--- config.mk ---
export PLATFORM = sky130hd
export DESIGN_NAME = far_window
export DESIGN_NICKNAME = d
export VERILOG_FILES = /design/src/rtl/far_pkg.sv /design/src/rtl/far_rst_sync.sv /design/src/rtl/far_prefix_decode.sv /design/src/rtl/far_delay_line.sv /design/src/rtl/far_addr_mux.sv /design/src/rtl/far_window.sv
export SDC_FILE = /design/constraint.sdc
export NUM_CORES = 1
export LEC_CHECK = 0
export BUFFER_PORTS_ARGS = -buffer_cell sky130_fd_sc_hd__clkbuf_2
export CAP_MARGIN = 10
export CORE_AREA = 2 2 39 41
export DETAILED_ROUTE_END_ITERATION = 7
export DIE_AREA = 0 0 41 43
export GPL_TIMING_DRIVEN = 0
export MAX_ROUTING_LAYER = met4
export PLACE_DENSITY_LB_ADDON = 0.12
export SYNTH_ARGS = -nofsm -noshare
export SYNTH_HDL_FRONTEND = slang
export SYNTH_SLANG_ARGS = --single-unit
--- constraint.sdc ---
create_clock -name clk -period 0.86 [get_ports clk]
set_input_delay 0.043 -clock clk [delete_from_list [all_inputs] [get_ports clk]]
set_output_delay 0.043 -clock clk [all_outputs]
set_load 0.01 [all_outputs]
--- src/rtl/far_pkg.sv ---
package far_pkg;
  localparam int unsigned SEL_W = 2;

  typedef struct packed {
    logic             valid;
    logic             long_mode;
    logic [SEL_W-1:0] sel;
  } prefix_cmd_t;
endpackage

--- src/rtl/far_rst_sync.sv ---
module far_rst_sync #(
  parameter int unsigned STAGES = 2
) (
  input  logic clk,
  input  logic rst_n,
  output logic rst_q_n
);
  logic [STAGES-1:0] chain_q;
  logic [STAGES-1:0] chain_d;

  always_comb begin
    chain_d = {chain_q[STAGES-2:0], 1'b1};
  end

  always_ff @(posedge clk or negedge rst_n) begin
    if (!rst_n) chain_q <= '0;
    else        chain_q <= chain_d;
  end

  assign rst_q_n = chain_q[STAGES-1];
endmodule

--- src/rtl/far_prefix_decode.sv ---
module far_prefix_decode
  import far_pkg::*;
#(
  parameter int unsigned OP_W  = 8,
  parameter int unsigned TAG_W = 5,
  parameter logic [TAG_W-1:0] TAG = 5'b10110
) (
  input  logic            sync_i,
  input  logic [OP_W-1:0] opcode_i,
  output prefix_cmd_t     cmd_o
);
  localparam int unsigned LONG_BIT = SEL_W;

  logic tag_hit;

  always_comb begin
    tag_hit         = (opcode_i[OP_W-1 -: TAG_W] == TAG);
    cmd_o.valid     = sync_i && tag_hit;
    cmd_o.long_mode = opcode_i[LONG_BIT];
    cmd_o.sel       = opcode_i[SEL_W-1:0];
  end

  initial begin
    if (OP_W != TAG_W + SEL_W + 1)
      $error("far_prefix_decode: opcode width does not fit tag, flag and select");
  end
endmodule

--- src/rtl/far_delay_line.sv ---
module far_delay_line
  import far_pkg::*;
#(
  parameter int unsigned MIN_D    = 2,
  parameter int unsigned LONG_LEN = 3
) (
  input  logic        clk,
  input  logic        rst_n,
  input  prefix_cmd_t cmd_i,
  input  logic        cut_i,
  output logic        fire_o
);
  localparam int unsigned N_CODES = 1 << SEL_W;
  localparam int unsigned MAX_D   = MIN_D + N_CODES - 1;
  localparam int unsigned SR_W    = MAX_D + LONG_LEN;

  logic [SR_W-1:0] sr_q;
  logic [SR_W-1:0] sr_d;
  logic [SR_W-1:0] pattern;
  logic [SR_W-1:0] pat_tab [N_CODES*2];

  // one pattern per (length, delay) pair, built by generate
  for (genvar g = 0; g < N_CODES * 2; g++) begin : g_pat
    localparam int unsigned DLY = MIN_D + (g % N_CODES);
    localparam int unsigned LEN = (g >= N_CODES) ? LONG_LEN : 1;
    for (genvar b = 0; b < SR_W; b++) begin : g_bit
      assign pat_tab[g][b] = (b >= DLY) && (b < DLY + LEN);
    end
  end

  always_comb begin
    pattern = pat_tab[{cmd_i.long_mode, cmd_i.sel}];
  end

  // next state: a load wins; a fetch inside an open window drops the rest
  always_comb begin
    if (cmd_i.valid)              sr_d = pattern;
    else if (cut_i && sr_q[0])    sr_d = '0;
    else                          sr_d = sr_q >> 1;
  end

  always_ff @(posedge clk or negedge rst_n) begin
    if (!rst_n) sr_q <= '0;
    else        sr_q <= sr_d;
  end

  assign fire_o = sr_q[0];

  // with nothing loaded, an empty line stays empty
  p_idle_r8: assert property (@(posedge clk) disable iff (!rst_n)
    (!cmd_i.valid && sr_q == '0) |=> (sr_q == '0));

  // a load leaves a marker of one or LONG_LEN bits
  p_load_r2: assert property (@(posedge clk) disable iff (!rst_n)
    cmd_i.valid |=> ($countones(sr_q) == 1 || $countones(sr_q) == LONG_LEN));

  // a fetch during an open window leaves nothing pending
  p_cut_r6: assert property (@(posedge clk) disable iff (!rst_n)
    (cut_i && fire_o && !cmd_i.valid) |=> (sr_q == '0));

  // a short marker gives a single-cycle strobe
  p_short_r3: assert property (@(posedge clk) disable iff (!rst_n)
    (cmd_i.valid && !cmd_i.long_mode) |=> ($countones(sr_q) == 1));
endmodule

--- src/rtl/far_addr_mux.sv ---
module far_addr_mux #(
  parameter int unsigned UA_W = 8
) (
  input  logic            fire_i,
  input  logic            sync_i,
  input  logic [UA_W-1:0] bank_i,
  output logic            stb_o,
  output logic [UA_W-1:0] addr_o
);
  always_comb begin
    stb_o  = fire_i && !sync_i;
    addr_o = stb_o ? bank_i : '0;
  end
endmodule

--- src/rtl/far_window.sv ---
module far_window
  import far_pkg::*;
#(
  parameter int unsigned OP_W     = 8,
  parameter int unsigned UA_W     = 8,
  parameter int unsigned MIN_D    = 2,
  parameter int unsigned LONG_LEN = 3
) (
  input  logic            clk,
  input  logic            rst_n,
  input  logic            sync_i,
  input  logic [OP_W-1:0] opcode_i,
  input  logic [UA_W-1:0] far_bank_i,
  output logic            far_stb_o,
  output logic [UA_W-1:0] upper_addr_o
);
  logic        rst_q_n;
  prefix_cmd_t cmd;
  logic        fire;

  far_rst_sync #(.STAGES(2)) u_rst (
    .clk     (clk),
    .rst_n   (rst_n),
    .rst_q_n (rst_q_n)
  );

  far_prefix_decode #(.OP_W(OP_W), .TAG_W(OP_W - SEL_W - 1)) u_dec (
    .sync_i   (sync_i),
    .opcode_i (opcode_i),
    .cmd_o    (cmd)
  );

  far_delay_line #(.MIN_D(MIN_D), .LONG_LEN(LONG_LEN)) u_dly (
    .clk    (clk),
    .rst_n  (rst_q_n),
    .cmd_i  (cmd),
    .cut_i  (sync_i),
    .fire_o (fire)
  );

  far_addr_mux #(.UA_W(UA_W)) u_mux (
    .fire_i (fire),
    .sync_i (sync_i),
    .bank_i (far_bank_i),
    .stb_o  (far_stb_o),
    .addr_o (upper_addr_o)
  );

  // fetch cycles always use the normal mapping
  p_no_fetch_r6: assert property (@(posedge clk) disable iff (!rst_q_n)
    sync_i |-> !far_stb_o);

  // upper address follows the bank only inside the window
  p_far_addr_r5: assert property (@(posedge clk) disable iff (!rst_q_n)
    far_stb_o |-> (upper_addr_o == far_bank_i));

  p_near_addr_r5: assert property (@(posedge clk) disable iff (!rst_q_n)
    !far_stb_o |-> (upper_addr_o == '0));

  // a cycle after internal reset release starts with no strobe
  p_reset_r1: assert property (@(posedge clk) disable iff (!rst_q_n)
    $rose(rst_q_n) |-> !far_stb_o);
endmodule

# [Yosys cells after proc, flatten, opt, wreduce, memory -nomap -nowiden]
# Memories as Yosys holds them, arrays and structs flattened.
# Cells that the tools add are included.
[classes] n_lt_le_gt_ge=1 eq_ne=1 n_mux=5 n_bitwise=1 reduce_logical=4
[ops] cell="8-bit two-way mux" count=4
[ops] cell="7-bit two-way mux" count=1
[ops] cell="5-bit == test (second input constant)" count=1
[ops] cell="4-bit >= comparator (second input constant)" count=1
[ops] cell="3-bit NOT with 4-bit output" count=1
[ops] cell="1-bit logical AND" count=3
[ops] cell="1-bit logical NOT" count=1
[totals] reg_bits=10 romBits=64 input_bits=19 out_inout_bits=9 word_cells=15 n_memories=1
[mem_list] memory="(no name shown)" words=8 width=8 read_ports=1 rd_clocked_by_memory_dff=0 write_ports=0 line="far_delay_line.sv:32" text="pattern = pat_tab[{cmd_i.long_mode, cmd_i.sel}];"

# [Logic depth before layout (Yosys ltp)]
[logic_depth] depth_word=5 ltp_mapped=3 ltp_nobuf=3

# [Hierarchy]
# A second synthesis with hierarchy kept.
[unflattened] hier_cells=39 hier_area_um2=483.0
[by_module_without_submodules] mod="far_delay_line" n_inst=1 cells_each=22 area_per_inst_um2=309.0 seq_area_each_um2=200.2
[by_module_without_submodules] mod="far_addr_mux" n_inst=1 cells_each=9 area_per_inst_um2=76.3 seq_area_each_um2=0.0
[by_module_without_submodules] mod="far_rst_sync" n_inst=1 cells_each=3 area_per_inst_um2=53.8 seq_area_each_um2=50.0
[by_module_without_submodules] mod="far_prefix_decode" n_inst=1 cells_each=5 area_per_inst_um2=43.8 seq_area_each_um2=0.0

# [Worst setup path after synthesis]
# OpenSTA, ideal clock, no wires.
[synth_timing] path_type="register to output" start="register u_dly.sr_q[0]" end="output upper_addr_o[0]" arrival_time_ps=884 required_time_ps=817 path_slack_ps=-67 path_stages_with_launch=4 path_buffers=1 cell_sequence="dfrtp_1 -> nor2b_1 -> clkbuf_1 -> and2_1"
[synth_between] elab_chain_len=2
[synth_lines] item="start, declared" line="far_delay_line.sv:17" text="logic [SR_W-1:0] sr_q;"
[synth_lines] item="start signal, assigned" line="far_delay_line.sv:44" text="else sr_q <= sr_d;"
[synth_lines] item="1-bit logical AND" line="far_addr_mux.sv:11" text="stb_o = fire_i && !sync_i;"
[synth_lines] item="net far_stb_o" line="far_window.sv:14" text="output logic far_stb_o,"
[synth_lines] item="8-bit two-way mux" line="far_addr_mux.sv:12" text="addr_o = stb_o ? bank_i : '0;"
[synth_lines] item="end, declared" line="far_window.sv:15" text="output logic [UA_W-1:0] upper_addr_o"
# The timed path passes the listed nets, and every way through them passes these cells.

# [Final worst setup path]
[layout_timing] start="register u_dly.sr_q[0]" end="output upper_addr_o[1]"
[layout_between] elab_chain_len=2
[layout_lines] item="1-bit logical AND" line="far_addr_mux.sv:11"
[layout_lines] item="8-bit two-way mux" line="far_addr_mux.sv:12"
# Every way passes these cells.

==> impl_results.md <==
* Status: complete, but fails checks
* Failing checks: negative setup slack
* Via count at about 420
* Largest net degree at the start of global routing at 10
* CTS Buf Count at 3
* Hold depth at 3
* Clk_lat worst skew at between 0.2 and 0.3 ns
* DP Cell Count at 87
* Layout cells sized above 1 at a little under three fifths
* Max IR drop VDD at 937.1 uV
* Gpl congestion at about 0.66
* CP max FO at 4
* Reg-to-reg slack, setup at -0.01 ns
* # setup viols final at 15
* RSZ-0062 raised after global routing: true
* Synth cell types at 15
* Setup Buffers After CTS at 0
* # rows at 14
* Worst Setup Slack, final at -0.2680 ns
* First-pass GRT wire length at 1.428 mm
* Nets@finish at 96
* Port-buffer cells at 27
* Longest Clk Path Bufs at 2
* Setup total negative slack at -2.172 ns
* Die X at slightly above 40 um
* Syn_area_per_cell at roughly 11 sq um
* Drt total wl at roughly 980 um
* Htree depth at 1
* Fmax at approximately 900 MHz
* Antenna Cells at 0
* Non-filler instance count after layout at roughly 90
* GR peak layer: met2
* Final period util at 131.2%
* CORE AREA at 1384 sq um
* Pwr Density at 1316 nW/um^2
* Dpl ws at -0.2351 ns
* Hold crit path type: in2reg
* Seq/Total Area, Yosys at 50.38%
* Register bit count reported by yosys at 10
* GRT met2 Usage at around 18%
* DIE AREA at 1763 sq um
* Mapped Nets at 63
* Max Slew Vio Count at 0
* Critical path origin: u_dly.sr_q[0]
* CTS tree: built
* Number of routed nets with antenna violations at 0
* Gr usage total at between 10% and 20%
* Crit Path Class: reg2out
* GR Util met3 at 3.141%
* Detailed Routing Iterations Pass 1 at 3
* Remaining routing DRC violations at 0
* Clk sinks at 10
* Yosys warnings at 0
* Initial Util at between 30% and 40%
* Dpl hpwl at ~740 um
* Post-synth top area share at approximately half
* Post-DR vias/cell at approximately 4.6
* Worst hold endpoint: u_dly.sr_q[6]
* Crit path time final at ~1.1 ns
* Clock Skew at roughly 0.0013 ns
* Post-synth top area cell: dfrtp_1
* Grt met1 use at 14.63%
* Synthesis-to-layout area growth at 51.89%
* R2R Path Start: u_dly.sr_q[0]
* Initial antenna violation count at 0
* Hold Fails Final Rpt at 0
* Worst reg-to-reg path cell count at 3
* Worst hold start: opcode_i[1]
* Post-Syn Area at 496.7 sq um
* Grt total ovfl at 0
* Crit. End Element: output pin
* Crit path launch type: flip-flop
* R2r endpoint: u_dly.sr_q[4]
* Die H at 43 um
* Cells after Synth at between 40 and 50
* Worst path required time at just over 0.8 ns
* Routed length per instance at 10.67 um
* Synth top area cells: dfrtp_1, and2_1, mux2i_1
* Number of DRC markers in iteration 0 at 5
* Clock-pin slew on the worst setup and hold paths at around 0.06 ns
* Io pins at 28
* Number of global-route vias before repair at 379
* Root buffer cell: clkbuf_4
* MaxCap Viol Count at 0
* Crit path DAT at 1.09 ns
* Leakage power at 0.3941 nW
## cell type report
cell class              count  area, sq um
repair buffers             28        176.4
multi-input cells          34        271.5
well taps                  16        20.02
flip-flops and latches     10        250.2
fillers                   137        629.4
clock buffers               4        36.28
## report_power, final
group          internal (W)  switching [W]
Clock              0.000256       0.000142
Combinational     0.0000592      0.0000450
Sequential         0.000481     0.00000887
Total              0.000797       0.000196
## flip-flops by register name, summed over array words and instances (netlist names)
signal	flops
u_dly.sr_q	8
u_rst.chain_q	2
## worst max-delay path, cell delays in order, from the launching register on
cell      delay (ns)
dfrtp_1         0.39
nor2b_2         0.17
and2_1          0.15
clkbuf_2        0.12
## per-stage QoR
stage               cell area, sq um  hold slack, ns  power (W)  utilization [%]
CTS                            701.9         0.07424   0.001008            50.72
detailed placement             653.1         -0.1685  0.0005916            47.20
finish                         754.5         0.09069  0.0009929            54.52
global route                   754.5         0.09499   0.001066            54.52
global placement               653.1         -0.1708  0.0005906            47.20
floorplan                      498.0         -0.2526  0.0005297                -
## kinds of logic after synthesis
| logic type | share of synthesized area (%) |
|---|---|
| buffers and inverters | 0.7549 |
| AO/OA/AOI/OAI | 5.039 |
| other | 0.7549 |
| flip-flops | 50.38 |
| AND/OR/NAND/NOR | 33.00 |
| multiplexers | 10.08 |
## per-layer routing
metal  part of all wire [%]  vias to the layer above
met3                    4.4                        2
met5                      0                        -
li1                       -                      212
met2                     56                       10
met4                   0.51                        0
met1                     39                      198
## cells in the mapped netlist
master,instances
dfrtp_1,10
o21bai_1,1
clkbuf_1,1
and4_1,1
a21o_1,1
and2_1,8
o21ai_0,2
nand2_1,8
nor3b_4,1
conb_1,1
and3b_2,2
nand4b_4,1
nor2b_1,1
mux2i_1,5
or2_2,1
## layout by cell type, fill, tap and decap left out, drive strengths merged
cell type / count
conb: 1
or2: 1
a21o: 1
clkbuf: 26
and2: 8
nor2b: 2
dfrtp: 10
and4: 1
o21bai: 1
and3b: 2
nor3b: 1
buf: 5
nand2: 8
mux2i: 5
o21ai: 2
dlygate4sd3: 1
nand4b: 1
## worst max path at each step
stage	cells after the start	end	slack (ns)
after detailed placement	4	u_dly.sr_q[0]	-0.24
after floorplan	3	u_dly.sr_q[0]	-0.05
after CTS	3	upper_addr_o[0]	-0.28
after global routing	3	upper_addr_o[1]	-0.33
final	3	upper_addr_o[1]	-0.27
after global placement	4	u_dly.sr_q[0]	-0.24
## repair_timing
| item | 4_1_cts | 5_1_grt |
|---|---|---|
| hold buffers | 1 | 0 |
| gates resized for setup | 2 | 15 |
| cloned | 0 | 1 |
| endpoints found under the setup margin | 10 | 16 |
| hold endpoints to repair | 2 | 0 |
| pin swaps | 0 | 4 |
Note: power is estimated with default switching activity, not from simulation.
